<file path="config.mk">
export PLATFORM = sky130hd
export DESIGN_NAME = opnd_ack_stage
export DESIGN_NICKNAME = d
export VERILOG_FILES = /design/src/rtl/opnd_ack_pkg.sv /design/src/rtl/opnd_wait_ctl.sv /design/src/rtl/opnd_capture.sv /design/src/rtl/opnd_alu.sv /design/src/rtl/opnd_ack_stage.sv
export SDC_FILE = /design/constraint.sdc
export NUM_CORES = 1
export LEC_CHECK = 0
export ABC_AREA = 0
export BUFFER_PORTS_ARGS = -buffer_cell sky130_fd_sc_hd__clkbuf_2
export CAP_MARGIN = 30
export CORE_ASPECT_RATIO = 1.2
export CORE_UTILIZATION = 55
export DETAILED_ROUTE_END_ITERATION = 10
export MAX_ROUTING_LAYER = met4
export PLACE_DENSITY = 0.78
export SYNTH_ARGS = -nofsm -noshare
export SYNTH_HDL_FRONTEND = slang
export SYNTH_SLANG_ARGS = --single-unit
</file>
<file path="constraint.sdc">
create_clock -name clk_i -period 5.03 [get_ports clk_i]
set_input_delay 0.2515 -clock clk_i [delete_from_list [all_inputs] [get_ports clk_i]]
set_output_delay 0.2515 -clock clk_i [all_outputs]
set_load 0.02 [all_outputs]
</file>
<file path="src/rtl/opnd_ack_pkg.sv">
package opnd_ack_pkg;
  typedef enum logic {
    ALU_ADD = 1'b0,
    ALU_SUB = 1'b1
  } alu_op_e;

  function automatic int unsigned cnt_width(input int unsigned max_val);
    return (max_val > 0) ? $clog2(max_val + 1) : 1;
  endfunction
endpackage

</file>
<file path="src/rtl/opnd_wait_ctl.sv">
module opnd_wait_ctl #(
  parameter int unsigned WAIT_CYCLES = 2
) (
  input  logic clk_i,
  input  logic rst_ni,
  input  logic valid_i,
  output logic ready_o
);
  import opnd_ack_pkg::*;

  localparam int unsigned CNT_W = cnt_width(WAIT_CYCLES);
  localparam logic [CNT_W-1:0] WAIT_L = CNT_W'(WAIT_CYCLES);

  generate
    if (WAIT_CYCLES == 0) begin : g_nowait
      // one-cycle arm after reset keeps ack low without a comb reset path
      logic live_q;
      always_ff @(posedge clk_i or negedge rst_ni) begin
        if (!rst_ni) live_q <= 1'b0;
        else         live_q <= 1'b1;
      end
      assign ready_o = valid_i & live_q;
    end else begin : g_count
      logic [CNT_W-1:0] cnt_q;
      assign ready_o = valid_i && (cnt_q == WAIT_L);
      always_ff @(posedge clk_i or negedge rst_ni) begin
        if (!rst_ni)                 cnt_q <= '0;
        else if (!valid_i || ready_o) cnt_q <= '0;
        else                         cnt_q <= cnt_q + 1'b1;
      end
    end
  endgenerate
endmodule

</file>
<file path="src/rtl/opnd_capture.sv">
module opnd_capture #(
  parameter int unsigned DATA_W = 16
) (
  input  logic                    clk_i,
  input  logic                    rst_ni,
  input  logic                    xfer_i,
  input  logic [DATA_W-1:0]       data_i,
  input  opnd_ack_pkg::alu_op_e   op_i,
  output logic [DATA_W-1:0]       opnd_o,
  output opnd_ack_pkg::alu_op_e   op_o,
  output logic                    vld_o
);
  import opnd_ack_pkg::*;

  always_ff @(posedge clk_i or negedge rst_ni) begin
    if (!rst_ni) begin
      opnd_o <= '0;
      op_o   <= ALU_ADD;
      vld_o  <= 1'b0;
    end else begin
      vld_o <= xfer_i;
      if (xfer_i) begin
        opnd_o <= data_i;
        op_o   <= op_i;
      end
    end
  end
endmodule

</file>
<file path="src/rtl/opnd_alu.sv">
module opnd_alu #(
  parameter int unsigned DATA_W = 16
) (
  input  logic                  clk_i,
  input  logic                  rst_ni,
  input  logic                  vld_i,
  input  logic [DATA_W-1:0]     opnd_i,
  input  opnd_ack_pkg::alu_op_e op_i,
  output logic [DATA_W-1:0]     res_o,
  output logic                  res_vld_o
);
  import opnd_ack_pkg::*;

  logic [DATA_W-1:0] nxt;

  always_comb begin
    unique case (op_i)
      ALU_SUB: nxt = res_o - opnd_i;
      default: nxt = res_o + opnd_i;
    endcase
  end

  always_ff @(posedge clk_i or negedge rst_ni) begin
    if (!rst_ni) begin
      res_o     <= '0;
      res_vld_o <= 1'b0;
    end else begin
      res_vld_o <= vld_i;
      if (vld_i) res_o <= nxt;
    end
  end
endmodule

</file>
<file path="src/rtl/opnd_ack_stage.sv">
module opnd_ack_stage #(
  parameter int unsigned DATA_W      = 16,
  parameter int unsigned WAIT_CYCLES = 2
) (
  input  logic              clk_i,
  input  logic              rst_ni,
  input  logic [DATA_W-1:0] data_i,
  input  logic              sub_i,
  input  logic              valid_i,
  output logic              ready_o,
  output logic [DATA_W-1:0] result_o,
  output logic              result_valid_o
);
  import opnd_ack_pkg::*;

  logic              xfer;
  logic [DATA_W-1:0] cap_opnd;
  alu_op_e           cap_op;
  alu_op_e           in_op;
  logic              cap_vld;

  assign in_op = sub_i ? ALU_SUB : ALU_ADD;
  assign xfer  = valid_i & ready_o;

  opnd_wait_ctl #(.WAIT_CYCLES(WAIT_CYCLES)) u_wait (
    .clk_i   (clk_i),
    .rst_ni  (rst_ni),
    .valid_i (valid_i),
    .ready_o (ready_o)
  );

  opnd_capture #(.DATA_W(DATA_W)) u_cap (
    .clk_i  (clk_i),
    .rst_ni (rst_ni),
    .xfer_i (xfer),
    .data_i (data_i),
    .op_i   (in_op),
    .opnd_o (cap_opnd),
    .op_o   (cap_op),
    .vld_o  (cap_vld)
  );

  opnd_alu #(.DATA_W(DATA_W)) u_alu (
    .clk_i     (clk_i),
    .rst_ni    (rst_ni),
    .vld_i     (cap_vld),
    .opnd_i    (cap_opnd),
    .op_i      (cap_op),
    .res_o     (result_o),
    .res_vld_o (result_valid_o)
  );
endmodule

</file>
# == Yosys cells after proc, flatten, opt, wreduce, memory -nomap -nowiden ==
# Cells that the tools add are included.
# W data, S select, Z words.
# word_totals
ff_bits,37
output_inout_bits,18
# op_classes
eq_ne,1
n_reduce_logical,3
bitwise,1
addsub,3
mux,3
# op_table
operator,n
$add A16 B16 Y16,1
$mux W16,1
$sub A16 B16 Y16,1
$add A2 B1 Y2 const B,1
$eq A2 B2 Y1 const B,1
$mux W2,1
$and A1 B1 Y1,1
$logic_and A1 B1 Y1,1
$logic_not A1 Y1,1
$logic_or A1 B1 Y1,1
$mux W1,1

# == Depth between registers and ports, before layout ==
# logic_depth
ltp_word,4
depth_mapped,15
depth_no_buf,15

# == Modules after synthesis ==
# Synthesis repeated with hierarchy kept, for this count alone.
# unflattened
cells_unflattened,220
hier_area_um2,2433.6
# by_module_without_submodules
module,seq_area_each_um2,instances,area_per_inst_um2,cells_each
opnd_alu,425.4,1,1619.1,175
opnd_capture,450.4,1,710.7,37
opnd_wait_ctl,50.0,1,97.6,7
opnd_ack_stage,0.0,1,6.3,1

# == Worst setup path after synthesis ==
# Ideal clock, no wire load.
# synth_timing
kind,flip-flop to flip-flop
from,register u_cap.opnd_o[5]
to,register u_alu.res_o[15]
stages_incl_launch_ff,13
n_path_buf,0
required_ps,4951
synth_period_minus_slack_ps,3065
t_arrival_ps,2986
setup_slack_ps,1965
setup_time_ps,79
path_cell_list,dfrtp_1 nor4_4 or2b_1 nor4_1 a21oi_1 xnor2_1 ha_1 a21oi_1 o21ai_0 or3_1 o22ai_1 mux2i_1 xor2_1
# synth_via
elab_chain_len,2
word_cells_on_any_way,3
cone_classes,add/sub (2); mux (1)
# synth_lines
item,line_no,source
from (decl),opnd_capture.sv:9,"output logic [DATA_W-1:0] opnd_o,"
from (signal assigned),opnd_capture.sv:23,opnd_o <= data_i;
$add A16 B16 Y16 or $sub A16 B16 Y16 (tied branches),"opnd_alu.sv:19, opnd_alu.sv:18",
$mux W16 (*),opnd_alu.sv:17,unique case (op_i)
to (signal assigned),opnd_alu.sv:29,if (vld_i) res_o <= nxt;
to (decl),opnd_alu.sv:9,"output logic [DATA_W-1:0] res_o,"
# Every way passes the cells marked *; elsewhere a longest branch is shown, timed or not.
# A chain may end at the register's enable or synchronous reset.

# == Worst setup path in the final report ==
# Ends and elaborated chain as after synthesis.

==> metrics.md <==
| Metric | Value |
|---|---|
| Run status | completed |
| Critical Path Fanout Max | 6 |
| CTS-repair resized insts | 0 |
| Mapped cell area | 2343 µm² |
| Slew headroom | 0.3889 |
| Post-synthesis register bit count | 37 |
| Clk slew on worst S/H paths | 0.08 ns |
| Setup crit end kind | flip-flop |
| PortBufs | 37 |
| Synth cell types | 41 |
| Most frequent cells in the layout | 37 x clkbuf_2, 37 x dfrtp_1, 23 x mux2_2 |
| Slew Viols, Final | 0 |
| Vias in the first global route | 1748 |
| Complex-gate fraction of the synthesized area | 0.1426 |
| R2R setup slack | 1.70 ns |
| Placed inst area | 2574 µm² |
| Mux share of post-synthesis cell area | 0.1233 |
| Iter 0 DRT Violations | 58 |
| RSZ-0062 raised after global routing | no |
| # hold bufs at CTS | 0 |
| Area fraction in and, or, nand and nor cells after synthesis | 0.1052 |
| Die height | 73.51 µm |
| Fraction of layout cells with a size suffix above 1 | 0.2694 |
| Synth Area in XOR/XNOR | 0.1009 |
| TritonRoute pass-1 iters | 4 |
| GRT overflow | 0 |
| Fmax | 0.3007 GHz |
| Top FF cell, synth | dfrtp_1 |
| Hold crit path type | input port to asynchronous set/reset pin |
| Clock root buffer master | clkbuf_8 |
| Site row count | 25 |
| Cells after Synth | 232 |
| Vias/cell | 5.418 |
| Boundary pin count | 38 |
| Final setup vio count | 0 |
| Synth warn | 0 |
| Setup TNS | 0 ns |
| Chip width | 61.59 µm |
| Final period util | 0.6612 |
| Slew @ Worst Pin | 0.9167 ns |
| CTS Buf Count | 5 |
| Initial Utilization | 0.5853 |
| Number of flops mapped to enable cells by yosys | 0 |
| Wire per inst | 13.80 µm |
| Synth Net Count | 270 |
| WS Path Type | flip-flop to flip-flop |
| Ant. Diodes | 0 |
| Final instance area | 2665 µm² |
| Req. time, crit path | 5.25 ns |
| GPL Wtd Cong | 0.8924 |
| Clk_skew | 0.006309 ns |
| Register area share after synthesis | 0.3951 |
| Post-synthesis async set-or-reset flop share | 1.000 |
| Post-synthesis adder-cell area fraction | 0.09931 |
| Post-route ant nets | 0 |
| Max-cap violations | 0 |
| Final HPWL DP | 3.344 mm |
| Fin. Hold Viols | 0 |
| Main combinational cell family by area after synthesis | compound AO/OA/AOI/OAI gates |
| CP Launch Type | flip-flop |
| Total global-route track usage | 0.2281 |
| Vias | 1761 |
| Initial antenna violation count | 0 |
| Largest net degree at the start of global routing | 38 |
| Final wirelength | 4.484 mm |
| Mean Syn Cell Area | 10.10 µm² |
| Area grow syn2layout | 13.72% |
| Setup repair bufs after CTS | 0 |
| Core ar. | 4004 µm² |
| Tmin final | 3.326 ns |
| Die area | 4527 µm² |
| Arrival @ worst endpoint | 3.54 ns |
| H-tree Lvls | 2 |
| Clock latency at the later pin of the worst-skew pair | 0.29 ns |
| First-pass GRT wire length | 7.431 mm |
| Residual DRC count | 0 |
| Clock Tree Buf Depth | 2 |
| TritonCTS clock tree | yes |
| Clock sink count | 37 |
| Layout Nets | 308 |
registers in the layout, summed over array words and instances (netlist names):
register,cells
u_alu.res_o,16
u_cap.opnd_o,16
u_wait.g_count.cnt_q,2
u_alu.res_vld_o,1
u_cap.op_o,1
u_cap.vld_o,1
Yosys cell counts (2+ instances only):
master    instances  area (µm²)
a21o_1            4       30.03
a21oi_1          22       110.1
a31oi_1           3       18.77
clkbuf_1          5       18.77
dfrtp_1          37       925.9
ha_1             17       212.7
inv_1            14       52.55
mux2_2           23       259.0
mux2i_1           3       30.03
nand2_1          13       48.80
nand2b_1          4       25.02
nand4_1           2       12.51
nor2_1           17       63.81
nor3_1            2       10.01
nor4_1            3       18.77
o21ai_0          12       60.06
o21bai_1          2       15.01
xnor2_1          19       166.4
xor2_1            8       70.07
worst max-delay path, cell delays in order (launching register included):
cell     delay (ns)
dfrtp_1        0.44
nor4_4         0.36
or2b_1         0.27
nor4_1         0.34
a21oi_1        0.14
xnor2_1        0.15
ha_1           0.36
a21oi_1        0.19
o21ai_0        0.13
or3_1          0.31
o22ai_1        0.18
mux2i_1        0.23
xor2_1         0.15
kinds of logic (layout without fill, tap and decap cells):
group / after synthesis / in the layout
and+or+nand+nor: 48 / 48
DFF: 37 / 37
AOI/OAI and AO/OA: 55 / 55
xor gates and xnor gates: 27 / 27
buffers and inverters: 21 / 60
adders and majority gates: 18 / 18
muxes: 26 / 26
area by class of cell:
class                           count  area, µm²
Clock buffer                        5      68.82
Clock inverter                      3      22.52
Fill cell                         346       1339
Inverter                           15      56.30
Multi-Input combinational cell    174       1339
Sequential cell                    37      925.9
Tap cell                           54      67.56
Timing Repair Buffer               37      185.2
path summary, 6_finish.rpt:
check                      depth (start not counted)                         startpoint                           endpoint
hold reg to reg                                    1  u_wait.g_count.cnt_q[0]$_DFF_PN0_  u_wait.g_count.cnt_q[0]$_DFF_PN0_
hold / removal                                     1                             rst_ni         u_alu.res_o[4]$_DFFE_PN0P_
min in group clk_i                                 3                          data_i[0]        u_cap.opnd_o[0]$_DFFE_PN0P_
setup / recovery                                  12        u_cap.opnd_o[5]$_DFFE_PN0P_        u_alu.res_o[15]$_DFFE_PN0P_
setup reg to reg                                  12        u_cap.opnd_o[5]$_DFFE_PN0P_        u_alu.res_o[15]$_DFFE_PN0P_
max in group asynchronous                          1                             rst_ni        u_cap.opnd_o[0]$_DFFE_PN0P_
metrics by stage:
| stage | setup WS, ns | utilization | cells | hold WS, ns |
|---|---|---|---|---|
| after floorplan | 1.965 | - | 232 | -0.04409 |
| after global placement | 1.770 | 0.6428 | 317 | 0.4152 |
| after detailed placement | 1.690 | 0.6428 | 317 | 0.4216 |
| after CTS | 1.690 | 0.6656 | 325 | 0.1209 |
| after global routing | 1.397 | 0.6656 | 325 | 0.1761 |
| final | 1.704 | 0.6656 | 325 | 0.08285 |
metal layers:
layer  track usage  vias to the layer above  wire, µm
met5             -                        -         0
met4       0.07654                        0        36
met3       0.04401                        2       136
met2        0.3692                       27      2302
met1        0.2823                      844      2008
li1              -                      888         -
Power is left out: the tool's default activity adds up to more than one toggle a clock period on the data nets, which glitch-free logic cannot reach.
